## src/rtl/ctl_xfer_pkg.sv

```systemverilog
// Shared types for the control-transfer resolver.
// Assumes the class code is produced by an upstream decoder.
package ctl_xfer_pkg;

    typedef enum logic [1:0] {
        XF_REL      = 2'd0,
        XF_REL_LINK = 2'd1,
        XF_REG_EXCH = 2'd2,
        XF_SWI      = 2'd3
    } xf_class_e;

    typedef struct packed {
        logic advance;
        logic flush;
        logic link;
        logic mode;
        logic swi;
    } xf_act_t;

    localparam xf_act_t XF_ACT_NONE = '{default: 1'b0};

endpackage

```

## src/rtl/ctl_xfer_decide.sv

```systemverilog
// Chooses the action set for one instruction from its class and condition.
// Assumes the class and condition inputs are stable while valid is high.
module ctl_xfer_decide
    import ctl_xfer_pkg::*;
(
    input  logic      valid,
    input  xf_class_e cls,
    input  logic      cond_ok,
    output xf_act_t   act
);

    // Map class and condition to the set of side effects.
    always_comb begin
        act = XF_ACT_NONE;
        if (valid) begin
            if (!cond_ok) begin
                act.advance = 1'b1;
            end else begin
                act.flush = 1'b1;
                unique case (cls)
                    XF_REL:      act.link = 1'b0;
                    XF_REL_LINK: act.link = 1'b1;
                    XF_REG_EXCH: act.mode = 1'b1;
                    XF_SWI:      act.swi  = 1'b1;
                    default:     act = XF_ACT_NONE;
                endcase
            end
        end
    end

endmodule

```

## src/rtl/ctl_xfer_target.sv

```systemverilog
// Computes the continuation PC, the link value and the requested mode.
// Assumes the offset is already sign-extended and scaled to bytes.
module ctl_xfer_target
    import ctl_xfer_pkg::*;
#(
    parameter int XLEN      = 32,
    parameter int FULL_STEP = 4,
    parameter int COMP_STEP = 2
) (
    input  xf_class_e       cls,
    input  logic            cond_ok,
    input  logic            cmode,
    input  logic [XLEN-1:0] pc,
    input  logic [XLEN-1:0] offset,
    input  logic [XLEN-1:0] src,
    output logic [XLEN-1:0] tgt_pc,
    output logic [XLEN-1:0] link_val,
    output logic            new_cmode
);

    localparam logic [XLEN-1:0] LSB_CLR = {{(XLEN-1){1'b1}}, 1'b0};

    logic [XLEN-1:0] step;
    logic [XLEN-1:0] seq_pc;
    logic [XLEN-1:0] rel_pc;
    logic [XLEN-1:0] reg_pc;

    // Pick the sequential step; collapse the mux when both modes share a size.
    generate
        if (FULL_STEP == COMP_STEP) begin : g_step_fixed
            assign step = XLEN'(FULL_STEP);
        end else begin : g_step_mux
            assign step = cmode ? XLEN'(COMP_STEP) : XLEN'(FULL_STEP);
        end
    endgenerate

    // Candidate addresses, all modulo 2^XLEN.
    always_comb begin
        seq_pc = pc + step;
        rel_pc = pc + offset;
        reg_pc = src & LSB_CLR;
    end

    // Select the continuation PC for this class.
    always_comb begin
        if (!cond_ok) begin
            tgt_pc = seq_pc;
        end else begin
            unique case (cls)
                XF_REL, XF_REL_LINK: tgt_pc = rel_pc;
                XF_REG_EXCH:         tgt_pc = reg_pc;
                default:             tgt_pc = pc;
            endcase
        end
    end

    // Link value and new mode come straight from their sources.
    always_comb begin
        link_val  = pc & LSB_CLR;
        new_cmode = src[0];
    end

endmodule

```

## src/rtl/ctl_xfer_unit.sv

```systemverilog
// Control-transfer resolver: registers the action set and target one cycle
// after an input strobe. Assumes decode and condition evaluation upstream.
module ctl_xfer_unit
    import ctl_xfer_pkg::*;
#(
    parameter int XLEN      = 32,
    parameter int RIDX_W    = 4,
    parameter int LINK_IDX  = 14,
    parameter int FULL_STEP = 4,
    parameter int COMP_STEP = 2
) (
    input  logic              clk,
    input  logic              rst_n,
    input  logic              in_valid,
    input  logic [1:0]        in_class,
    input  logic              cond_pass,
    input  logic              cur_cmode,
    input  logic [XLEN-1:0]   cur_pc,
    input  logic [XLEN-1:0]   br_offset,
    input  logic [XLEN-1:0]   src_val,
    output logic              out_valid,
    output logic [XLEN-1:0]   next_pc,
    output logic              pc_advance,
    output logic              flush,
    output logic              link_we,
    output logic [RIDX_W-1:0] link_idx,
    output logic [XLEN-1:0]   link_data,
    output logic              mode_we,
    output logic              mode_cmode,
    output logic              swi_req
);

    localparam logic [RIDX_W-1:0] LINK_SEL = RIDX_W'(LINK_IDX);

    xf_class_e       cls;
    xf_act_t         act;
    xf_act_t         act_q;
    logic [XLEN-1:0] tgt_pc;
    logic [XLEN-1:0] link_val;
    logic            new_cmode;

    assign cls = xf_class_e'(in_class);

    ctl_xfer_decide i_decide (
        .valid   (in_valid),
        .cls     (cls),
        .cond_ok (cond_pass),
        .act     (act)
    );

    ctl_xfer_target #(
        .XLEN      (XLEN),
        .FULL_STEP (FULL_STEP),
        .COMP_STEP (COMP_STEP)
    ) i_target (
        .cls       (cls),
        .cond_ok   (cond_pass),
        .cmode     (cur_cmode),
        .pc        (cur_pc),
        .offset    (br_offset),
        .src       (src_val),
        .tgt_pc    (tgt_pc),
        .link_val  (link_val),
        .new_cmode (new_cmode)
    );

    // Strobes: cleared in reset, reloaded every cycle.
    always_ff @(posedge clk) begin
        if (!rst_n) begin
            out_valid <= 1'b0;
            act_q     <= XF_ACT_NONE;
        end else begin
            out_valid <= in_valid;
            act_q     <= act;
        end
    end

    // Data: cleared in reset, loaded only on a strobe.
    always_ff @(posedge clk) begin
        if (!rst_n) begin
            next_pc    <= '0;
            link_data  <= '0;
            mode_cmode <= 1'b0;
        end else if (in_valid) begin
            next_pc    <= tgt_pc;
            link_data  <= link_val;
            mode_cmode <= new_cmode;
        end
    end

    // Expose the registered action set.
    always_comb begin
        pc_advance = act_q.advance;
        flush      = act_q.flush;
        link_we    = act_q.link;
        mode_we    = act_q.mode;
        swi_req    = act_q.swi;
        link_idx   = LINK_SEL;
    end

endmodule

```

## config.mk

```make
export PLATFORM = sky130hd
export DESIGN_NAME = ctl_xfer_unit
export DESIGN_NICKNAME = d
export VERILOG_FILES = /design/src/rtl/ctl_xfer_pkg.sv /design/src/rtl/ctl_xfer_decide.sv /design/src/rtl/ctl_xfer_target.sv /design/src/rtl/ctl_xfer_unit.sv
export SDC_FILE = /design/constraint.sdc
export NUM_CORES = 1
export LEC_CHECK = 0
export BUFFER_PORTS_ARGS = -buffer_cell sky130_fd_sc_hd__buf_2
export CELL_PAD_IN_SITES_DETAIL_PLACEMENT = 0
export CELL_PAD_IN_SITES_GLOBAL_PLACEMENT = 1
export CORE_AREA = 2 2 184 96
export CTS_CLUSTER_SIZE = 24
export DETAILED_ROUTE_END_ITERATION = 10
export DIE_AREA = 0 0 186 98
export PLACE_DENSITY_LB_ADDON = 0.1
export SYNTH_ARGS = -nofsm -noshare
export SYNTH_HDL_FRONTEND = slang
export SYNTH_SLANG_ARGS = --single-unit
```

## constraint.sdc

```tcl
create_clock -name clk -period 3.2 [get_ports clk]
set_clock_uncertainty 0.05 [all_clocks]
set_input_delay 0.48 -clock clk [delete_from_list [all_inputs] [get_ports clk]]
set_output_delay 0.48 -clock clk [all_outputs]
set_load 0.05 [all_outputs]
```

==> insert_results.sql <==
INSERT INTO impl_metrics (metric_group, metric, value, unit) VALUES
('cells_and_area', 'area.growth.synth_to_final', '26.6', '%'),
('synth', 'synth.yosys.warnings', '0', ''),
('drt', 'avgViaCountPerCell', '5.51', ''),
('power', 'total_switching_power', '0.00123', 'W'),
('timing', 'final_min_period_over_clock_period', '87.7', '%'),
('synth', 'synth_area_per_cell', '8.07', 'µm²'),
('synth', 'netlist_area', '0.00571', 'mm²'),
('timing', 'slew_headroom', '56.6', '%'),
('worst_setup_path', 'critical_path_class', 'in2reg', ''),
('run', 'maxCapViolCount', '0', ''),
('worst_setup_path', 'cp_peak_stage_delay', '0.39', 'ns'),
('drt', 'finalWirelength', '23.0', 'mm'),
('power', 'comb_power_share', '37.0', '%'),
('place', 'gp_congestion', '0.920', ''),
('cts', 'post-cts-setup-buffer-count', '0', ''),
('floorplanning', 'coreArea', '0.0168', 'mm²'),
('cts', 'cts_buffers', '9', ''),
('synth', 'synth_edf_count', '0', ''),
('power', 'power_frac_seq', '30.8', '%'),
('place', 'dp.final_hpwl', '18.2', 'mm'),
('cts', 'worstSkewPairLatency', '0.35', 'ns'),
('timing', 'final_hold_viol_count', '0', ''),
('worst_setup_path', 'crit_arrival', '3.05', 'ns'),
('floorplanning', 'top_level_ports', '178', ''),
('cts', 'post_cts_resized', '0', ''),
('worst_hold_path', 'min_path_type', 'in2reg', ''),
('floorplanning', 'placement_rows', '34', ''),
('run_status', 'status', 'completed', ''),
('floorplanning', 'die-width', '186', 'µm'),
('worst_setup_path', 'startpoint_type', 'primary input', ''),
('timing', 'maxSlewViolCount', '0', ''),
('synth', 'synth.lib_cells_used.distinct', '68', ''),
('cts', 'postCtsHoldBufs', '0', ''),
('timing', 'tightestPinTransition', '0.647', 'ns'),
('drt', 'drt_drc_violations_left', '0', ''),
('cts', 'clockRootBuffer', 'sky130_fd_sc_hd__clkbuf_16', ''),
('synth', 'synth_seq_area_share', '24.5', '%'),
('cells_and_area', 'fillCellCount', '1742', ''),
('worst_setup_path', 'crit_required', '3.44', 'ns'),
('floorplanning', 'initial_core_util', '34.0', '%'),
('worst_setup_path', 'cell_mode_on_critical_path', 'sky130_fd_sc_hd__a21oi_2', ''),
('worst_setup_path', 'critical_path.cell_chain', 'buf_2 -> ha_1 -> inv_1 -> fa_1 -> nand2b_1 -> a21oi_2 -> a211o_2 -> a31oi_2 -> o21a_1 -> or3_1 -> mux2_4 -> a21oi_2', ''),
('power', 'p_leak', '3.36', 'nW'),
('power', 'power.clock.fraction', '32.2', '%'),
('grt', 'grt_antenna_before_repair', '0', ''),
('place', 'io_buffer_count', '172', ''),
('cells_and_area', 'finalNetCount', '1020', ''),
('grt', 'grt_max_degree', '43', ''),
('synth', 'synth.ff_latch_count', '70', ''),
('drt', 'vias', '6172', ''),
('worst_setup_path', 'setup.worst_path.end_class', 'flip-flop', ''),
('grt', 'grt_first_pass_wirelength', '34.2', 'mm'),
('grt', 'grt_pass1_vias', '5653', ''),
('grt', 'gr-total-overflow', '0', ''),
('worst_setup_path', 'cp_top_family', 'compound AO/OA/AOI/OAI gates', ''),
('cells_and_area', 'antennaDiodeCount', '0', ''),
('cts', 'numClockSinks', '70', ''),
('floorplanning', 'die_height', '98', 'µm'),
('cts', 'path_clk_slew', '0.06', 'ns'),
('timing', 'min_cycle_time_layout', '2.81', 'ns'),
('cts', 'clockBufferDepth', '2', ''),
('cells_and_area', 'drive_gt1_share', '27.4', '%'),
('timing', 'totalNegativeSetupSlack', '0', 'ns'),
('synth', 'async_reset_ff_share', '0', '%'),
('drt', 'residual_antenna_violating_net_count_after_detailed_routing', '0', ''),
('drt', 'detailedRoute.firstPassIterationCount', '5', ''),
('grt', 'track_usage', '25.3', '%'),
('drt', 'detail_route.wl_per_cell', '20.5', 'µm'),
('worst_setup_path', 'critical_path.n_buffers_inverters', '2', ''),
('power', 'switching_share', '39.0', '%'),
('drt', 'number_of_design_rule_violations_left_by_the_first_detailed_router_iteration', '520', '');
power groups by stage:
stage / Clock [W] / Combinational (W) / Sequential [W]
after floorplan: 0 / 0.000542 / 0.00120
after global placement: 0 / 0.00114 / 0.000987
after detailed placement: 0 / 0.00114 / 0.000990
after CTS: 0.00104 / 0.00115 / 0.000971
after global routing: 0.00107 / 0.00125 / 0.000978
final: 0.00101 / 0.00116 / 0.000971
layout make-up:
| type | instances | area [µm²] | area share, % |
|---|---|---|---|
| tap | 234 | 293 | 4.05 |
| sequential | 70 | 1400 | 19.4 |
| timing repair buffer | 206 | 1120 | 15.5 |
| multi-input combinational | 580 | 4070 | 56.3 |
| inverter | 15 | 56.3 | 0.779 |
| clock buffer | 14 | 274 | 3.79 |
| clock inverter | 2 | 15.0 | 0.208 |
logic make-up (layout without fill, tap and decap cells):
group	after synthesis	count (layout)	synth area share [%]
compound gates	208	208	24.4
fa+ha+maj	35	35	7.93
buf+inv	61	237	4.36
other cells	2	5	0.132
simple gates	220	220	19.9
flops	70	70	24.5
xor+xnor	50	50	7.67
mux	62	62	11.0
Yosys cell counts (4+ instances only):
cell type,n,share of area [%]
sky130_fd_sc_hd__and3_1,8,0.88
sky130_fd_sc_hd__a21o_1,18,2.4
sky130_fd_sc_hd__o221ai_1,9,1.4
sky130_fd_sc_hd__clkbuf_1,37,2.4
sky130_fd_sc_hd__nand2b_1,12,1.3
sky130_fd_sc_hd__xnor2_1,23,3.5
sky130_fd_sc_hd__and4_1,5,0.77
sky130_fd_sc_hd__a21oi_1,48,4.2
sky130_fd_sc_hd__nand4_1,15,1.6
sky130_fd_sc_hd__o221a_2,4,0.79
sky130_fd_sc_hd__nor2b_1,41,4.5
sky130_fd_sc_hd__a211oi_1,5,0.66
sky130_fd_sc_hd__nand2_1,56,3.7
sky130_fd_sc_hd__mux2_2,4,0.79
sky130_fd_sc_hd__nor3_1,16,1.4
sky130_fd_sc_hd__o21ai_0,51,4.5
sky130_fd_sc_hd__buf_4,5,0.66
sky130_fd_sc_hd__o211ai_1,13,1.7
sky130_fd_sc_hd__ha_1,33,7.2
sky130_fd_sc_hd__nand3_1,17,1.5
sky130_fd_sc_hd__inv_1,14,0.92
sky130_fd_sc_hd__xor2_1,27,4.1
sky130_fd_sc_hd__dfxtp_1,70,25
sky130_fd_sc_hd__mux2i_1,57,10
sky130_fd_sc_hd__a21boi_0,4,0.53
sky130_fd_sc_hd__a211o_1,5,0.77
sky130_fd_sc_hd__a31oi_1,8,0.88
sky130_fd_sc_hd__nor2_1,36,2.4
cell usage in the layout, fill, tap and decap left out, types with 4 or more instances in the layout:
master / instances
sky130_fd_sc_hd__conb_1: 5
sky130_fd_sc_hd__buf_4: 35
sky130_fd_sc_hd__a21o_1: 18
sky130_fd_sc_hd__o221a_2: 4
sky130_fd_sc_hd__and4_1: 5
sky130_fd_sc_hd__o21ai_0: 51
sky130_fd_sc_hd__inv_1: 14
sky130_fd_sc_hd__o211ai_1: 13
sky130_fd_sc_hd__clkbuf_16: 9
sky130_fd_sc_hd__a31oi_1: 8
sky130_fd_sc_hd__nand3_1: 17
sky130_fd_sc_hd__a211o_1: 5
sky130_fd_sc_hd__nor2b_1: 41
sky130_fd_sc_hd__ha_1: 33
sky130_fd_sc_hd__a21boi_0: 4
sky130_fd_sc_hd__a21oi_1: 48
sky130_fd_sc_hd__a211oi_1: 5
sky130_fd_sc_hd__xor2_1: 27
sky130_fd_sc_hd__and3_1: 8
sky130_fd_sc_hd__o221ai_1: 9
sky130_fd_sc_hd__dfxtp_1: 70
sky130_fd_sc_hd__buf_2: 171
sky130_fd_sc_hd__nand2_1: 56
sky130_fd_sc_hd__mux2i_1: 57
sky130_fd_sc_hd__nor2_1: 36
sky130_fd_sc_hd__nand2b_1: 12
sky130_fd_sc_hd__xnor2_1: 23
sky130_fd_sc_hd__nand4_1: 15
sky130_fd_sc_hd__nor3_1: 16
sky130_fd_sc_hd__mux2_2: 4
routing by layer:
layer  routed length [µm]  vias up  track usage, %
li1                     -     2937               -
met4                  227        0            4.72
met2                 7960      313            29.9
met3                 2330       20            6.56
met1                12500     2902            43.0
met5                    0        -               0
worst register-to-register path, stage by stage, from the launching register on:
cell	delay [ns]
sky130_fd_sc_hd__dfxtp_1	0.32
sky130_fd_sc_hd__o21a_1	0.20
sky130_fd_sc_hd__and3_1	0.18
sky130_fd_sc_hd__and3_1	0.17
sky130_fd_sc_hd__a211o_1	0.25
through the flow:
| step | cell area [µm²] | instances | hold slack, ns | power [W] | setup WS, ns |
|---|---|---|---|---|---|
| 6_report | 7230 | 1121 | 0.357 | 0.00315 | 0.393 |
| 5_1_grt | 7230 | 1121 | 0.381 | 0.00330 | 0.259 |
| 4_1_cts | 7230 | 1121 | 0.355 | 0.00315 | 0.422 |
| 3_5_place_dp | 6940 | 1105 | 0.416 | 0.00213 | 0.0651 |
| 3_3_place_gp | 6940 | 1105 | 0.399 | 0.00213 | 0.0872 |
| 2_1_floorplan | 5720 | 711 | 0.600 | 0.00174 | 0.472 |
state kept, by name (all words and copies together) (netlist names):
| signal | count |
|---|---|
| out_valid | 1 |
| swi_req | 1 |
| link_we | 1 |
| mode_we | 1 |
| flush | 1 |
| link_data | 31 |
| next_pc | 32 |
| pc_advance | 1 |
| mode_cmode | 1 |
worst paths after layout:
| path | slack, ns | endpoint | cells after the start | from |
|---|---|---|---|---|
| max | 0.39 | next_pc[20]$_SDFFE_PN0P_ | 12 | cur_pc[0] |
| min reg2reg | 0.44 | next_pc[22]$_SDFFE_PN0P_ | 2 | next_pc[22]$_SDFFE_PN0P_ |
| min | 0.36 | mode_cmode$_SDFFE_PN0P_ | 3 | src_val[0] |
| max reg2reg | 1.92 | next_pc[24]$_SDFFE_PN0P_ | 4 | next_pc[24]$_SDFFE_PN0P_ |
Note: power is estimated with default switching activity, not from simulation.
